File: src/rtl/hsm_pkg.sv
package hsm_pkg;
  typedef enum logic {ST_IDLE, ST_SCAN} scan_state_t;
endpackage

File: src/rtl/hsm_row_ram.sv
module hsm_row_ram #(
  parameter int K     = 4,
  parameter int DEPTH = 8,
  parameter int EW    = 18,
  localparam int ROW_W = (DEPTH > 1) ? $clog2(DEPTH) : 1
) (
  input  logic              clk,
  input  logic              en,
  input  logic [K-1:0]      we,
  input  logic [ROW_W-1:0]  addr,
  input  logic [K*EW-1:0]   wdata,
  output logic [K*EW-1:0]   q
);
  // one narrow array per slot so the mask maps to independent write enables
  for (genvar s = 0; s < K; s++) begin : g_slot
    logic [EW-1:0] store [DEPTH];
    always_ff @(posedge clk) begin
      if (en) begin
        if (we[s]) store[addr] <= wdata[s*EW +: EW];
        q[s*EW +: EW] <= store[addr];
      end
    end
  end
endmodule

File: src/rtl/hsm_row_match.sv
module hsm_row_match #(
  parameter int K     = 4,
  parameter int DEPTH = 8,
  parameter int ID_W  = 6,
  localparam int IDX_W  = $clog2(DEPTH*K+1),
  localparam int SLOT_W = (K > 1) ? $clog2(K) : 1
) (
  input  logic [K*ID_W-1:0]  ids_i,
  input  logic [ID_W-1:0]    key_i,
  input  logic [IDX_W-1:0]   base_i,
  input  logic [IDX_W-1:0]   limit_i,
  output logic               hit_o,
  output logic [SLOT_W-1:0]  slot_o
);
  logic [K-1:0] eq;

  for (genvar s = 0; s < K; s++) begin : g_cmp
    logic in_range;
    assign in_range = ({1'b0, base_i} + (IDX_W+1)'(s)) < {1'b0, limit_i};
    assign eq[s]    = in_range && (ids_i[s*ID_W +: ID_W] == key_i);
  end

  always_comb begin
    slot_o = '0;
    for (int s = K-1; s >= 0; s--) begin
      if (eq[s]) slot_o = SLOT_W'(s);
    end
    hit_o = |eq;
  end
endmodule

File: src/rtl/hsm_scan_ctrl.sv
module hsm_scan_ctrl
  import hsm_pkg::*;
#(
  parameter int K     = 4,
  parameter int DEPTH = 8,
  parameter int ID_W  = 6,
  localparam int ROW_W  = (DEPTH > 1) ? $clog2(DEPTH) : 1,
  localparam int IDX_W  = $clog2(DEPTH*K+1),
  localparam int SLOT_W = (K > 1) ? $clog2(K) : 1
) (
  input  logic               clk,
  input  logic               rst,
  input  logic               start_i,
  input  logic [ID_W-1:0]    key_i,
  input  logic [IDX_W-1:0]   cnt_i,
  input  logic               hit_i,
  input  logic [SLOT_W-1:0]  slot_i,
  output logic               busy_o,
  output logic               done_o,
  output logic               found_o,
  output logic [IDX_W-1:0]   index_o,
  output logic               rd_en_o,
  output logic [ROW_W-1:0]   rd_row_o,
  output logic [ID_W-1:0]    key_o,
  output logic [IDX_W-1:0]   limit_o,
  output logic [IDX_W-1:0]   cmp_base_o
);
  scan_state_t       state;
  logic [ROW_W-1:0]  issue_row;
  logic [IDX_W-1:0]  issue_base;
  logic              cmp_vld;
  logic [IDX_W-1:0]  cmp_base;
  logic [ID_W-1:0]   key;
  logic [IDX_W-1:0]  limit;
  logic              done, found;
  logic [IDX_W-1:0]  index;
  logic              more_rows;
  logic [IDX_W-1:0]  hit_idx;

  assign more_rows = issue_base < limit;
  assign hit_idx   = cmp_base + IDX_W'(slot_i) + IDX_W'(1);

  always_ff @(posedge clk) begin
    if (rst) begin
      state      <= ST_IDLE;
      issue_row  <= '0;
      issue_base <= '0;
      cmp_vld    <= 1'b0;
      cmp_base   <= '0;
      key        <= '0;
      limit      <= '0;
      done       <= 1'b0;
      found      <= 1'b0;
      index      <= '0;
    end else begin
      done <= 1'b0;
      case (state)
        ST_IDLE: begin
          if (start_i) begin
            state      <= ST_SCAN;
            key        <= key_i;
            limit      <= cnt_i;
            issue_row  <= '0;
            issue_base <= '0;
            cmp_vld    <= 1'b0;
          end
        end
        default: begin
          if (cmp_vld && hit_i) begin
            state   <= ST_IDLE;
            done    <= 1'b1;
            found   <= 1'b1;
            index   <= hit_idx;
            cmp_vld <= 1'b0;
          end else if (!more_rows) begin
            state   <= ST_IDLE;
            done    <= 1'b1;
            found   <= 1'b0;
            index   <= '0;
            cmp_vld <= 1'b0;
          end else begin
            cmp_vld    <= 1'b1;
            cmp_base   <= issue_base;
            issue_row  <= issue_row + ROW_W'(1);
            issue_base <= issue_base + IDX_W'(K);
          end
        end
      endcase
    end
  end

  assign busy_o     = (state == ST_SCAN);
  assign done_o     = done;
  assign found_o    = found;
  assign index_o    = index;
  assign rd_en_o    = (state == ST_SCAN) && more_rows;
  assign rd_row_o   = issue_row;
  assign key_o      = key;
  assign limit_o    = limit;
  assign cmp_base_o = cmp_base;

  AST_BUSY_NEEDS_START: assert property (@(posedge clk) disable iff (rst)
    $rose(busy_o) |-> $past(start_i));
  AST_DONE_ENDS_BUSY: assert property (@(posedge clk) disable iff (rst)
    done_o |-> (!busy_o && $past(busy_o)));
  AST_DONE_SINGLE: assert property (@(posedge clk) disable iff (rst)
    done_o |=> !done_o);
  AST_MISS_ZERO_IDX: assert property (@(posedge clk) disable iff (rst)
    (done_o && !found_o) |-> (index_o == '0));
  AST_HIT_IN_COUNT: assert property (@(posedge clk) disable iff (rst)
    (done_o && found_o) |-> (index_o != '0 && index_o <= limit_o));
endmodule

File: src/rtl/heap_id_search_mem.sv
module heap_id_search_mem #(
  parameter int ELEMS_PER_ROW = 4,
  parameter int ROWS          = 8,
  parameter int CPRIO_W       = 4,
  parameter int NPRIO_W       = 8,
  parameter int ID_W          = 6
) (
  input  logic                                               clk,
  input  logic                                               rst,
  input  logic                                               mem_en,
  input  logic                                               mem_we,
  input  logic [((ROWS > 1) ? $clog2(ROWS) : 1)-1:0]         mem_addr,
  input  logic [ELEMS_PER_ROW-1:0]                           mem_wmask,
  input  logic [ELEMS_PER_ROW*(CPRIO_W+NPRIO_W+ID_W)-1:0]    mem_wdata,
  output logic [ELEMS_PER_ROW*(CPRIO_W+NPRIO_W+ID_W)-1:0]    mem_rdata,
  input  logic                                               srch_start,
  input  logic [ID_W-1:0]                                    srch_id,
  input  logic [$clog2(ROWS*ELEMS_PER_ROW+1)-1:0]            elem_cnt,
  output logic                                               busy,
  output logic                                               done,
  output logic                                               found,
  output logic [$clog2(ROWS*ELEMS_PER_ROW+1)-1:0]            match_idx
);
  localparam int K      = ELEMS_PER_ROW;
  localparam int EW     = CPRIO_W + NPRIO_W + ID_W;
  localparam int ROW_W  = (ROWS > 1) ? $clog2(ROWS) : 1;
  localparam int IDX_W  = $clog2(ROWS*K+1);
  localparam int SLOT_W = (K > 1) ? $clog2(K) : 1;

  logic              acc_ok;
  logic              scan_en;
  logic [ROW_W-1:0]  scan_row;
  logic              ram_en;
  logic [K-1:0]      ram_we;
  logic [ROW_W-1:0]  ram_addr;
  logic [K*EW-1:0]   ram_q;
  logic [K*ID_W-1:0] row_ids;
  logic [ID_W-1:0]   key;
  logic [IDX_W-1:0]  limit;
  logic [IDX_W-1:0]  cmp_base;
  logic              hit;
  logic [SLOT_W-1:0] slot;

  // a search request in the same cycle takes priority over port access
  assign acc_ok   = !busy && !srch_start && mem_en;
  assign ram_en   = busy ? scan_en : acc_ok;
  assign ram_addr = busy ? scan_row : mem_addr;
  assign ram_we   = {K{acc_ok && mem_we}} & mem_wmask;

  for (genvar s = 0; s < K; s++) begin : g_ids
    assign row_ids[s*ID_W +: ID_W] = ram_q[s*EW +: ID_W];
  end

  hsm_row_ram #(.K(K), .DEPTH(ROWS), .EW(EW)) u_ram (
    .clk   (clk),
    .en    (ram_en),
    .we    (ram_we),
    .addr  (ram_addr),
    .wdata (mem_wdata),
    .q     (ram_q)
  );

  hsm_row_match #(.K(K), .DEPTH(ROWS), .ID_W(ID_W)) u_match (
    .ids_i   (row_ids),
    .key_i   (key),
    .base_i  (cmp_base),
    .limit_i (limit),
    .hit_o   (hit),
    .slot_o  (slot)
  );

  hsm_scan_ctrl #(.K(K), .DEPTH(ROWS), .ID_W(ID_W)) u_ctrl (
    .clk        (clk),
    .rst        (rst),
    .start_i    (srch_start),
    .key_i      (srch_id),
    .cnt_i      (elem_cnt),
    .hit_i      (hit),
    .slot_i     (slot),
    .busy_o     (busy),
    .done_o     (done),
    .found_o    (found),
    .index_o    (match_idx),
    .rd_en_o    (scan_en),
    .rd_row_o   (scan_row),
    .key_o      (key),
    .limit_o    (limit),
    .cmp_base_o (cmp_base)
  );

  assign mem_rdata = ram_q;

  AST_NO_PORT_WRITE_BUSY: assert property (@(posedge clk) disable iff (rst)
    busy |-> (ram_we == '0));
endmodule

File: config.mk
export PLATFORM = sky130hd
export DESIGN_NAME = heap_id_search_mem
export DESIGN_NICKNAME = d
export VERILOG_FILES = /design/src/rtl/hsm_pkg.sv /design/src/rtl/hsm_row_ram.sv /design/src/rtl/hsm_row_match.sv /design/src/rtl/hsm_scan_ctrl.sv /design/src/rtl/heap_id_search_mem.sv
export SDC_FILE = /design/constraint.sdc
export NUM_CORES = 1
export LEC_CHECK = 0
export BUFFER_PORTS_ARGS = -buffer_cell sky130_fd_sc_hd__buf_2
export CAP_MARGIN = 20
export CORE_MARGIN = 1
export CORE_UTILIZATION = 55
export CTS_BUF_LIST = sky130_fd_sc_hd__clkbuf_4 sky130_fd_sc_hd__clkbuf_8
export DETAILED_ROUTE_END_ITERATION = 8
export PLACE_DENSITY = 0.77
export SYNTH_ARGS = -nofsm -noshare
export SYNTH_HDL_FRONTEND = slang
export SYNTH_SLANG_ARGS = --single-unit
export TNS_END_PERCENT = 10
File: constraint.sdc
create_clock -name clk -period 5 [get_ports clk]
set_clock_uncertainty 0.15 [all_clocks]
set_input_delay 0.75 -clock clk [delete_from_list [all_inputs] [get_ports clk]]
set_output_delay 0.75 -clock clk [all_outputs]
set_load 0.05 [all_outputs]
=== After elaboration in Yosys (flattened, before gate mapping) ===
Memories as Yosys holds them, arrays and structs flattened. A register that Yosys moved wholly into a read port is not among the register bits.
Cells that the tools add are included.

* Bits in registers: 37
* RAM bits: 576
* Input port bits: 96
* Output and inout port bits: 81
* Word-level logic and storage cells: 92
* Memories: 4

{| class="wikitable"
|+ Memory list
! memory !! depth !! bits a word !! read ports !! clocked after memory_dff !! write ports !! line !! source
|-
| u_ram.g_slot[0].store || 8 || 18 || 1 || 1 || 1 || hsm_row_ram.sv:16 || <nowiki>logic [EW-1:0] store [DEPTH];</nowiki>
|-
| u_ram.g_slot[1].store || 8 || 18 || 1 || 1 || 1 || hsm_row_ram.sv:16 ||
|-
| u_ram.g_slot[2].store || 8 || 18 || 1 || 1 || 1 || hsm_row_ram.sv:16 ||
|-
| u_ram.g_slot[3].store || 8 || 18 || 1 || 1 || 1 || hsm_row_ram.sv:16 ||
|}

* Add/subtract/negate cells: 7
* Order comparisons: 5
* Equality and inequality tests: 7
* Muxes and demuxes: 38
* Bitwise operators: 3
* Reduce and logical (&&, ||, !) cells: 18

{| class="wikitable"
|+ Operator list
! operator !! count
|-
| 2-to-1 mux 6 bit || 6
|-
| == test 6 bit || 4
|-
| 2-to-1 mux 1 bit || 23
|-
| less-than comparator 7 x 6 -> 1 bit || 3
|-
| 2-to-1 mux 3 bit || 5
|-
| adder 6 x 2 -> 7 bit, second input constant || 2
|-
| less-than comparator 6 bit || 2
|-
| logical AND 1 bit || 9
|-
| 2-to-1 mux 2 bit || 4
|-
| adder 6 x 1 -> 7 bit, second input constant || 1
|-
| adder 6 x 1 -> 6 bit, second input constant || 1
|-
| adder 6 x 2 -> 6 bit || 1
|-
| adder 6 x 3 -> 6 bit, second input constant || 1
|-
| != test 2 bit, second input constant || 3
|-
| AND reduction 3 bit || 2
|-
| AND 4 bit || 1
|-
| AND reduction 2 bit || 2
|-
| OR reduction 4 bit || 1
|-
| adder 3 x 1 -> 3 bit, second input constant || 1
|-
| zero test 1 bit || 2
|-
| NOT 1 bit || 2
|-
| nonzero test 2 bit || 1
|-
| OR reduction 2 bit || 1
|}

=== Logic depth before layout (Yosys ltp) ===
Gate-level depths: netlist (run 1).

* Depth after elaboration: 10
* Gate-level depth with buffers: 12
* Gate-level depth less buffers: 12

=== By module ===
From an unflattened synthesis (run 1), not the netlist that was laid out.

* Cell total of the unflattened synthesis: 1262
* Area, all modules: 26571.7 µm²

{| class="wikitable"
|+ By module, submodules not included
! module !! times used !! cells an instance !! area each (µm²) !! seq. area each (µm²)
|-
| hsm_row_ram || 1 || 951 || 23988.0 || 19458.7
|-
| hsm_scan_ctrl || 1 || 178 || 1493.9 || 660.6
|-
| hsm_row_match || 1 || 123 || 999.7 || 0.0
|-
| heap_id_search_mem || 1 || 10 || 90.1 || 0.0
|}

=== Least setup slack after synthesis (run 1) ===
OpenSTA, ideal clock, no wires.

* Kind: reg2reg
* Start point: register u_ctrl.state (netlist: u_ctrl.busy_o)
* End point: register u_ram.q[0], read port of u_ram.g_slot[0].store, enable pin
* Setup time: 0.429 ns
* Arrival time: 3.541 ns
* Data required time: 4.421 ns
* Setup slack: 0.881 ns
* Cell stages (with the launch flop): 8
* Buffers on the path: 3
* Clock period less this slack: 4.119 ns
* Cells stage by stage: dfxtp_1 -> clkbuf_1 -> buf_2 -> inv_1 -> or3_1 -> o31ai_1 -> buf_2 -> a21o_1

* Word-level cells in the longest chain between the ends: 4
* Elaborated cells on any way between the ends: 6
* Those cells by class: 2 x mux; 4 x reduce/logical

{| class="wikitable"
|+ RTL lines
! what !! line !! source
|-
| start, declared || hsm_scan_ctrl.sv:28 || <nowiki>scan_state_t state;</nowiki>
|-
| start signal, assigned || hsm_scan_ctrl.sv:45 || <nowiki>state <= ST_IDLE;</nowiki>
|-
| start signal, assigned || hsm_scan_ctrl.sv:60 || <nowiki>state <= ST_SCAN;</nowiki>
|-
| start signal, assigned || hsm_scan_ctrl.sv:70 || <nowiki>state <= ST_IDLE;</nowiki>
|-
| zero test 1 bit || heap_id_search_mem.sv:45 || <nowiki>assign acc_ok = !busy && !srch_start && mem_en;</nowiki>
|-
| logical AND 1 bit (2 in a row) || heap_id_search_mem.sv:45 ||
|-
| 2-to-1 mux 1 bit || heap_id_search_mem.sv:46 || <nowiki>assign ram_en = busy ? scan_en : acc_ok;</nowiki>
|-
| end, declared || hsm_row_ram.sv:12 || <nowiki>output logic [K*EW-1:0] q</nowiki>
|}

Parallel ways exist; a longest one is shown, timed or not.
A chain may end at the register's enable or synchronous reset.

=== Final worst setup path (run 1) ===
* Start point: register u_ctrl.state (netlist: u_ctrl.busy_o)
* End point: memory u_ram.g_slot[0].store[6][4], enable pin

* Word-level cells in the longest chain between the ends: 8
* Elaborated cells on any way between the ends: 11
* Those cells by class: 5 x mux; 1 x bitwise; 5 x reduce/logical

{| class="wikitable"
|+ RTL lines
! what !! line !! source
|-
| zero test 1 bit || heap_id_search_mem.sv:45 ||
|-
| logical AND 1 bit (2 in a row) || heap_id_search_mem.sv:45 ||
|-
| logical AND 1 bit || heap_id_search_mem.sv:48 || <nowiki>assign ram_we = {K{acc_ok && mem_we}} & mem_wmask;</nowiki>
|-
| AND 4 bit || heap_id_search_mem.sv:48 ||
|-
| 2-to-1 mux 1 bit || hsm_row_ram.sv:19 || <nowiki>if (we[s]) store[addr] <= wdata[s*EW +: EW];</nowiki>
|-
| 2-to-1 mux 1 bit || hsm_row_ram.sv:18 || <nowiki>if (en) begin</nowiki>
|-
| 2-to-1 mux 1 bit (implied by the code) || hsm_row_ram.sv:19 ||
|-
| end, declared || hsm_row_ram.sv:16 ||
|}

Parallel ways exist; a longest one is shown, timed or not.

==> results of run 1 <==
-- power groups by stage --
| stage | Sequential [mW] | Clock (mW) | Combinational [mW] |
|---|---|---|---|
| 2_1_floorplan | 6.98 | 0 | 0.643 |
| 3_3_place_gp | 6.67 | 0 | 1.51 |
| 3_5_place_dp | 6.67 | 0 | 1.54 |
| 4_1_cts | 6.56 | 4.51 | 1.55 |
| 5_1_grt | 6.57 | 4.76 | 1.66 |
| 6_report | 6.56 | 4.48 | 1.57 |
-- registers in the layout, summed over array words and instances, names as in the netlist --
register            flops
u_ctrl.cmp_vld          1
u_ctrl.limit_o          6
u_ctrl.busy_o           1
u_ram.q                72
u_ctrl.issue_base       4
u_ctrl.cmp_base_o       4
u_ctrl.index_o          6
u_ctrl.done_o           1
u_ram.g_slot.store    576
u_ctrl.key_o            6
u_ctrl.found_o          1
u_ctrl.rd_row_o         3
-- critical path, cell delays in order (launching register included) --
cell     delay, ns
dfxtp_1       0.84
mux2i_4       0.38
nor2_1        0.90
nand2_1       0.34
nor2_2        0.69
buf_4         0.35
-- worst max-delay path by stage --
stage and to:
2_1_floorplan u_ram.q[0], 3_3_place_gp u_ram.g_slot[0].store[6][8], 3_5_place_dp u_ram.g_slot[0].store[6][4], 4_1_cts u_ram.g_slot[0].store[6][4]
5_1_grt u_ram.g_slot[0].store[6][4], 6_report u_ram.g_slot[0].store[6][4]
-- routing by layer --
layer	part of all wire (%)	GRT usage (%)	wire length [um]	up-vias
li1	-	-	-	6934
met2	47	45.8	32700	1213
met4	3.2	11.6	2250	6
met3	12	7.53	8310	162
met1	38	39.4	26200	8213
met5	0.059	0	41	-
-- layout by cell type, fill, tap and decap left out, types with 15 or more instances in the layout --
cell type / count
ha_1: 19
a21oi_1: 152
buf_2: 176
mux4_2: 16
dfxtp_1: 33
mux2i_1: 18
clkbuf_4: 26
nand2_1: 274
nand3_1: 21
xnor2_1: 15
clkinv_1: 27
nor2_1: 18
nor2_2: 36
buf_4: 67
clkbuf_8: 108
o21ai_0: 58
a221oi_1: 71
a211oi_1: 27
edfxtp_1: 648
a22o_1: 16
-- layout make-up --
| type | instances | share of cell area (%) |
|---|---|---|
| Sequential cell | 681 | 67.5 |
| Inverter | 8 | 0.101 |
| Timing Repair Buffer | 245 | 4.78 |
| Clock buffer | 134 | 5.64 |
| Antenna cell | 4 | 0.0336 |
| Multi-Input combinational cell | 866 | 18.3 |
| Tap cell | 607 | 2.55 |
| Clock inverter | 46 | 1.07 |
-- stage by stage --
stage               cell area (um^2)  total power, mW  instances
floorplan                      25800             7.63       1651
global placement               27800             8.18       2407
detailed placement             27800             8.22       2407
CTS                            29800             12.6       2587
global route                   29800             13.0       2588
finish                         29800             12.6       2591
-- cells by family (layout without fill, tap and decap cells) --
| logic type | after synthesis | after routing |
|---|---|---|
| flip-flops | 681 | 681 |
| other | 0 | 4 |
| buffers and inverters | 104 | 433 |
| AND/OR/NAND/NOR | 390 | 390 |
| XOR/XNOR | 28 | 28 |
| multiplexers | 40 | 40 |
| adder cells (fa/ha/maj) | 19 | 19 |
| AO/OA/AOI/OAI | 389 | 389 |
==> results.json, run 1 <==
{
  "status": "completed",
  "die_w_um": 219,
  "drt-initial-drc-count": 2336,
  "drive_above_1_share_pct": 23.6,
  "rows": 79,
  "cts_max_level": 3,
  "slew_violations": 0,
  "pwr-share-seq_pct": 52.0,
  "power_frac_clock_pct": 35.5,
  "synthTopCellsByArea": "edfxtp_1 (75%), nand2_1 (4.0%), a21oi_1 (2.9%)",
  "slew_headroom_pct": 26.0,
  "path_class": "register to register",
  "critPathRequiredTime_ns": 5.25,
  "grt_pass1_vias": 16200,
  "grt_max_degree": 71,
  "num_io_pins": 177,
  "initial_core_util_pct": 55.6,
  "cts_setup_buffers": 0,
  "multiInputGateArea_mm2": 0.00547,
  "synth_ff_type": "edfxtp_1",
  "synthMostInstantiatedCell": "edfxtp_1",
  "syn_area_mm2": 0.0258,
  "numCtsBuffers": 104,
  "maxCapViolations": 0,
  "ff2ff_path_depth": 5,
  "ant_nets": 0,
  "comb_power_share_pct": 12.5,
  "track_usage_pct": 29.2,
  "postSynthCellCount": 1651,
  "fin_crit_sh_pct": 79.9,
  "seqCellArea_mm2": 0.0201,
  "swShare_pct": 26.7,
  "synth_top_cell_area_share_pct": 75.3,
  "die-area_mm2": 0.0479,
  "ys_types": 57,
  "r2r_start": "u_ctrl.busy_o",
  "avgSynthCellArea_um2": 15.7,
  "drt_first_pass_iters": 8,
  "drcViolationCount": 0,
  "tns_ns": 0,
  "crit_path_end_kind": "register",
  "yosys.area_share.adder_pct": 0.920,
  "p_int_mw": 9.24,
  "overflow": 0,
  "whs_path_depth": 3,
  "finalHoldViolations": 0,
  "yosysTopAreaCell": "edfxtp_1",
  "crit_start": "u_ctrl.busy_o",
  "vias": 16500,
  "period_needed_ns": 4.00,
  "ir_worst_vdd_v": 0.000312,
  "nets": 2021,
  "grt_antenna_before_repair": 7,
  "crit_fanout": 17,
  "post-route-util_pct": 64.2,
  "rrSetupSlack_ns": 1.00,
  "die_h_um": 219,
  "yosys_warnings": 0,
  "synth_xor_area_share_pct": 0.949,
  "coreArea_mm2": 0.0465,
  "clkTransAtPathRegs_ns": 0.06,
  "areaGrowthSynthToFinish_pct": 15.3,
  "clock_latency_ns": 0.72,
  "clock_path_buffers": 3,
  "fill_cells": 3201,
  "drt-total-wl_um": 69500,
  "setup_ws_ns": 1.00,
  "yosys.area_share.simple_pct": 6.21,
  "clockRootBuffer": "clkbuf_8",
  "ctsHoldBuffers": 0,
  "whs_ns": 0.119,
  "synth_mux_area_share_pct": 2.34,
  "setup_viol": 0,
  "cts.sinks": 681,
  "tightest_slew_ns": 1.11,
  "dp_slack_ns": 1.17,
  "hp-start": "srch_id[1]",
  "cp-start-kind": "register",
  "port_buffers": 176,
  "synth-edff-count": 648,
  "rsz0062_at_grt": "false",
  "grt_pass1_wl_um": 101000,
  "p_sw_mw": 3.36,
  "critPathArrivalTime_ns": 4.24,
  "gp_congestion": 0.917,
  "r2r_end": "u_ram.g_slot[0].store[6][4]",
  "wire_per_inst_um": 26.8,
  "yosys-top-cells-count": "edfxtp_1 (648), nand2_1 (274), a21oi_1 (152)",
  "place_hpwl_um": 42100,
  "ctsResizeCount": 0,
  "p_leak_nw": 10.2,
  "power_density_mw_per_mm2": 423,
  "max_freq_mhz": 250,
  "synth_nets": 1766,
  "hold_path.class": "input port to register",
  "cts_tree": "done",
  "async_flop_share_pct": 0,
  "hold_end": "u_ctrl.key_o[1]",
  "viasPerCell": 6.38,
  "synth_top_family_by_area": "compound AO/OA/AOI/OAI gates",
  "synth_sequential_area_ratio_pct": 77.8,
  "synth_compound_area_share_pct": 10.1,
  "ys_ff_latch": 681
}
Note: power is estimated with default switching activity, not from simulation.
==> inputs of run 2 (changes only) <==
PLACE_DENSITY = 0.79   (was 0.77)
clock period = 3.25 ns   (was 5 ns; I/O delays follow)
==> results.json, run 2 (synthesis results as in run 1) <==
{
  "status": "completed",
  "rsz0062_at_grt": "false",
  "grt_pass1_wl_um": 103000,
  "critPathRequiredTime_ns": 3.66,
  "grt_antenna_before_repair": 4,
  "ir_worst_vdd_v": 0.000500,
  "initial_core_util_pct": 55.6,
  "path_class": "register to register",
  "reg_top3": "u_ram.g_slot.store (576), u_ram.q (72)",
  "crit_fanout": 9,
  "max_freq_mhz": 318,
  "port_buffers": 176,
  "nets": 2133,
  "numCtsBuffers": 103,
  "largest_register_ffs": 576,
  "ant_nets": 0,
  "num_io_pins": 177,
  "final_cell_mix": "edfxtp_1 (648), nand2_1 (274), buf_2 (176), a21oi_1 (152), clkbuf_8 (104)",
  "cts.sinks": 681,
  "pwr-share-seq_pct": 50.8,
  "rows": 79,
  "power_density_mw_per_mm2": 638,
  "cts_max_level": 3,
  "period_needed_ns": 3.15,
  "p_leak_nw": 10.7,
  "die_w_um": 219,
  "drive_above_1_share_pct": 24.0,
  "die-area_mm2": 0.0479,
  "regMostFlops": "u_ram.g_slot.store",
  "clock_latency_ns": 0.73,
  "clockRootBuffer": "clkbuf_8",
  "drt_first_pass_iters": 5,
  "p_int_mw": 14.6,
  "tightest_slew_ns": 1.17,
  "crit_path_end_kind": "register",
  "power_frac_clock_pct": 36.2,
  "drt-initial-drc-count": 2257,
  "rrSetupSlack_ns": 0.10,
  "mostFrequentLayoutCell": "edfxtp_1",
  "final_area_mm2": 0.0311,
  "drt-total-wl_um": 71500,
  "die_h_um": 219,
  "gp_congestion": 0.918,
  "areaGrowthSynthToFinish_pct": 20.4,
  "critPathArrivalTime_ns": 3.56,
  "p_total_mw": 19.9,
  "wire_per_inst_um": 26.4,
  "clock_path_buffers": 3,
  "track_usage_pct": 30.1,
  "grt_max_degree": 76,
  "viasPerCell": 6.26,
  "drcViolationCount": 0,
  "swShare_pct": 26.7,
  "place_hpwl_um": 42900,
  "comb_power_share_pct": 13.0,
  "cts_tree": "done",
  "vias": 17000,
  "setup_viol": 0,
  "grt_pass1_vias": 16600,
  "clkTransAtPathRegs_ns": 0.06,
  "cp-start-kind": "register",
  "slew_headroom_pct": 21.7,
  "maxCapViolations": 0,
  "finalHoldViolations": 0,
  "coreArea_mm2": 0.0465,
  "slew_violations": 0,
  "dpl_cell_area_mm2": 0.0282,
  "p_sw_mw": 5.30,
  "cts_setup_buffers": 0,
  "overflow": 0,
  "tns_ns": 0,
  "hold_path.class": "input port to register",
  "fin_crit_sh_pct": 96.8
}
==> run 2: cell types whose count changed in the layout (fill, tap and decap cells not counted), sizes merged <==
cell         change
dlygate4sd3     +84
clkbuf           +1
buf             +29
diode            -1
bufinv           +3
clkinvlp         +2
==> run 2: critical path: stages, from the launching register on <==
cell and delay [ns]:
dfxtp_1 0.65, mux2i_4 0.36, nand2_1 0.21, nor2_1 0.93, buf_4 0.33, a22o_1 0.15, a221oi_1 0.06, o21ai_0 0.15
==> run 2: what timing repair did <==
action,4_1_cts,5_1_grt
resized for setup,0,3
hold buffers,84,0
hold endpoints to repair,588,0
endpoints found under the setup margin,0,67
==> run 2: final timing paths <==
check,startpoint,to,cells past startpoint
setup / recovery,u_ctrl.busy_o,u_ram.q[7],7
hold / removal,srch_start,u_ctrl.cmp_vld,4
setup reg to reg,u_ctrl.busy_o,u_ram.q[7],7
hold reg to reg,u_ctrl.limit_o[4],u_ctrl.limit_o[4],2
==> run 2: through the flow <==
step                std cells  hold WS, ns  utilization (%)  worst slack, ns
floorplan                1651        0.286                -           -0.249
global placement         2435        0.291             60.6            0.240
detailed placement       2435        0.299             60.6            0.126
CTS                      2705       0.0731             66.9           0.0763
global route             2708        0.132             67.0           0.0192
finish                   2709        0.124             67.0            0.104
==> run 2: layout make-up <==
| cell class | count | area, um^2 |
|---|---|---|
| diodes | 3 | 7.51 |
| clock buffers | 135 | 1660 |
| clock inverters | 51 | 428 |
| fillers | 2995 | 15300 |
| inverters | 8 | 30.0 |
| multi-input cells | 866 | 5480 |
| flip-flops and latches | 681 | 20100 |
| well taps | 607 | 759 |
| repair buffers | 358 | 2640 |
==> run 2: routing by layer <==
layer | vias up | GRT usage [%] | wire (um)
li1 | 7170 | - | -
met2 | 1231 | 48.5 | 34400
met3 | 191 | 8.09 | 8430
met5 | - | 0 | 17
met4 | 2 | 12.0 | 2440
met1 | 8374 | 39.1 | 26200
==> run 2: power by group through the flow <==
stage	Combinational (mW)	Sequential [mW]	Clock [mW]
floorplan	0.994	10.7	0
detailed placement	2.45	10.3	0
global placement	2.40	10.3	0
CTS	2.55	10.1	7.23
global route	2.72	10.1	7.62
finish	2.58	10.1	7.20
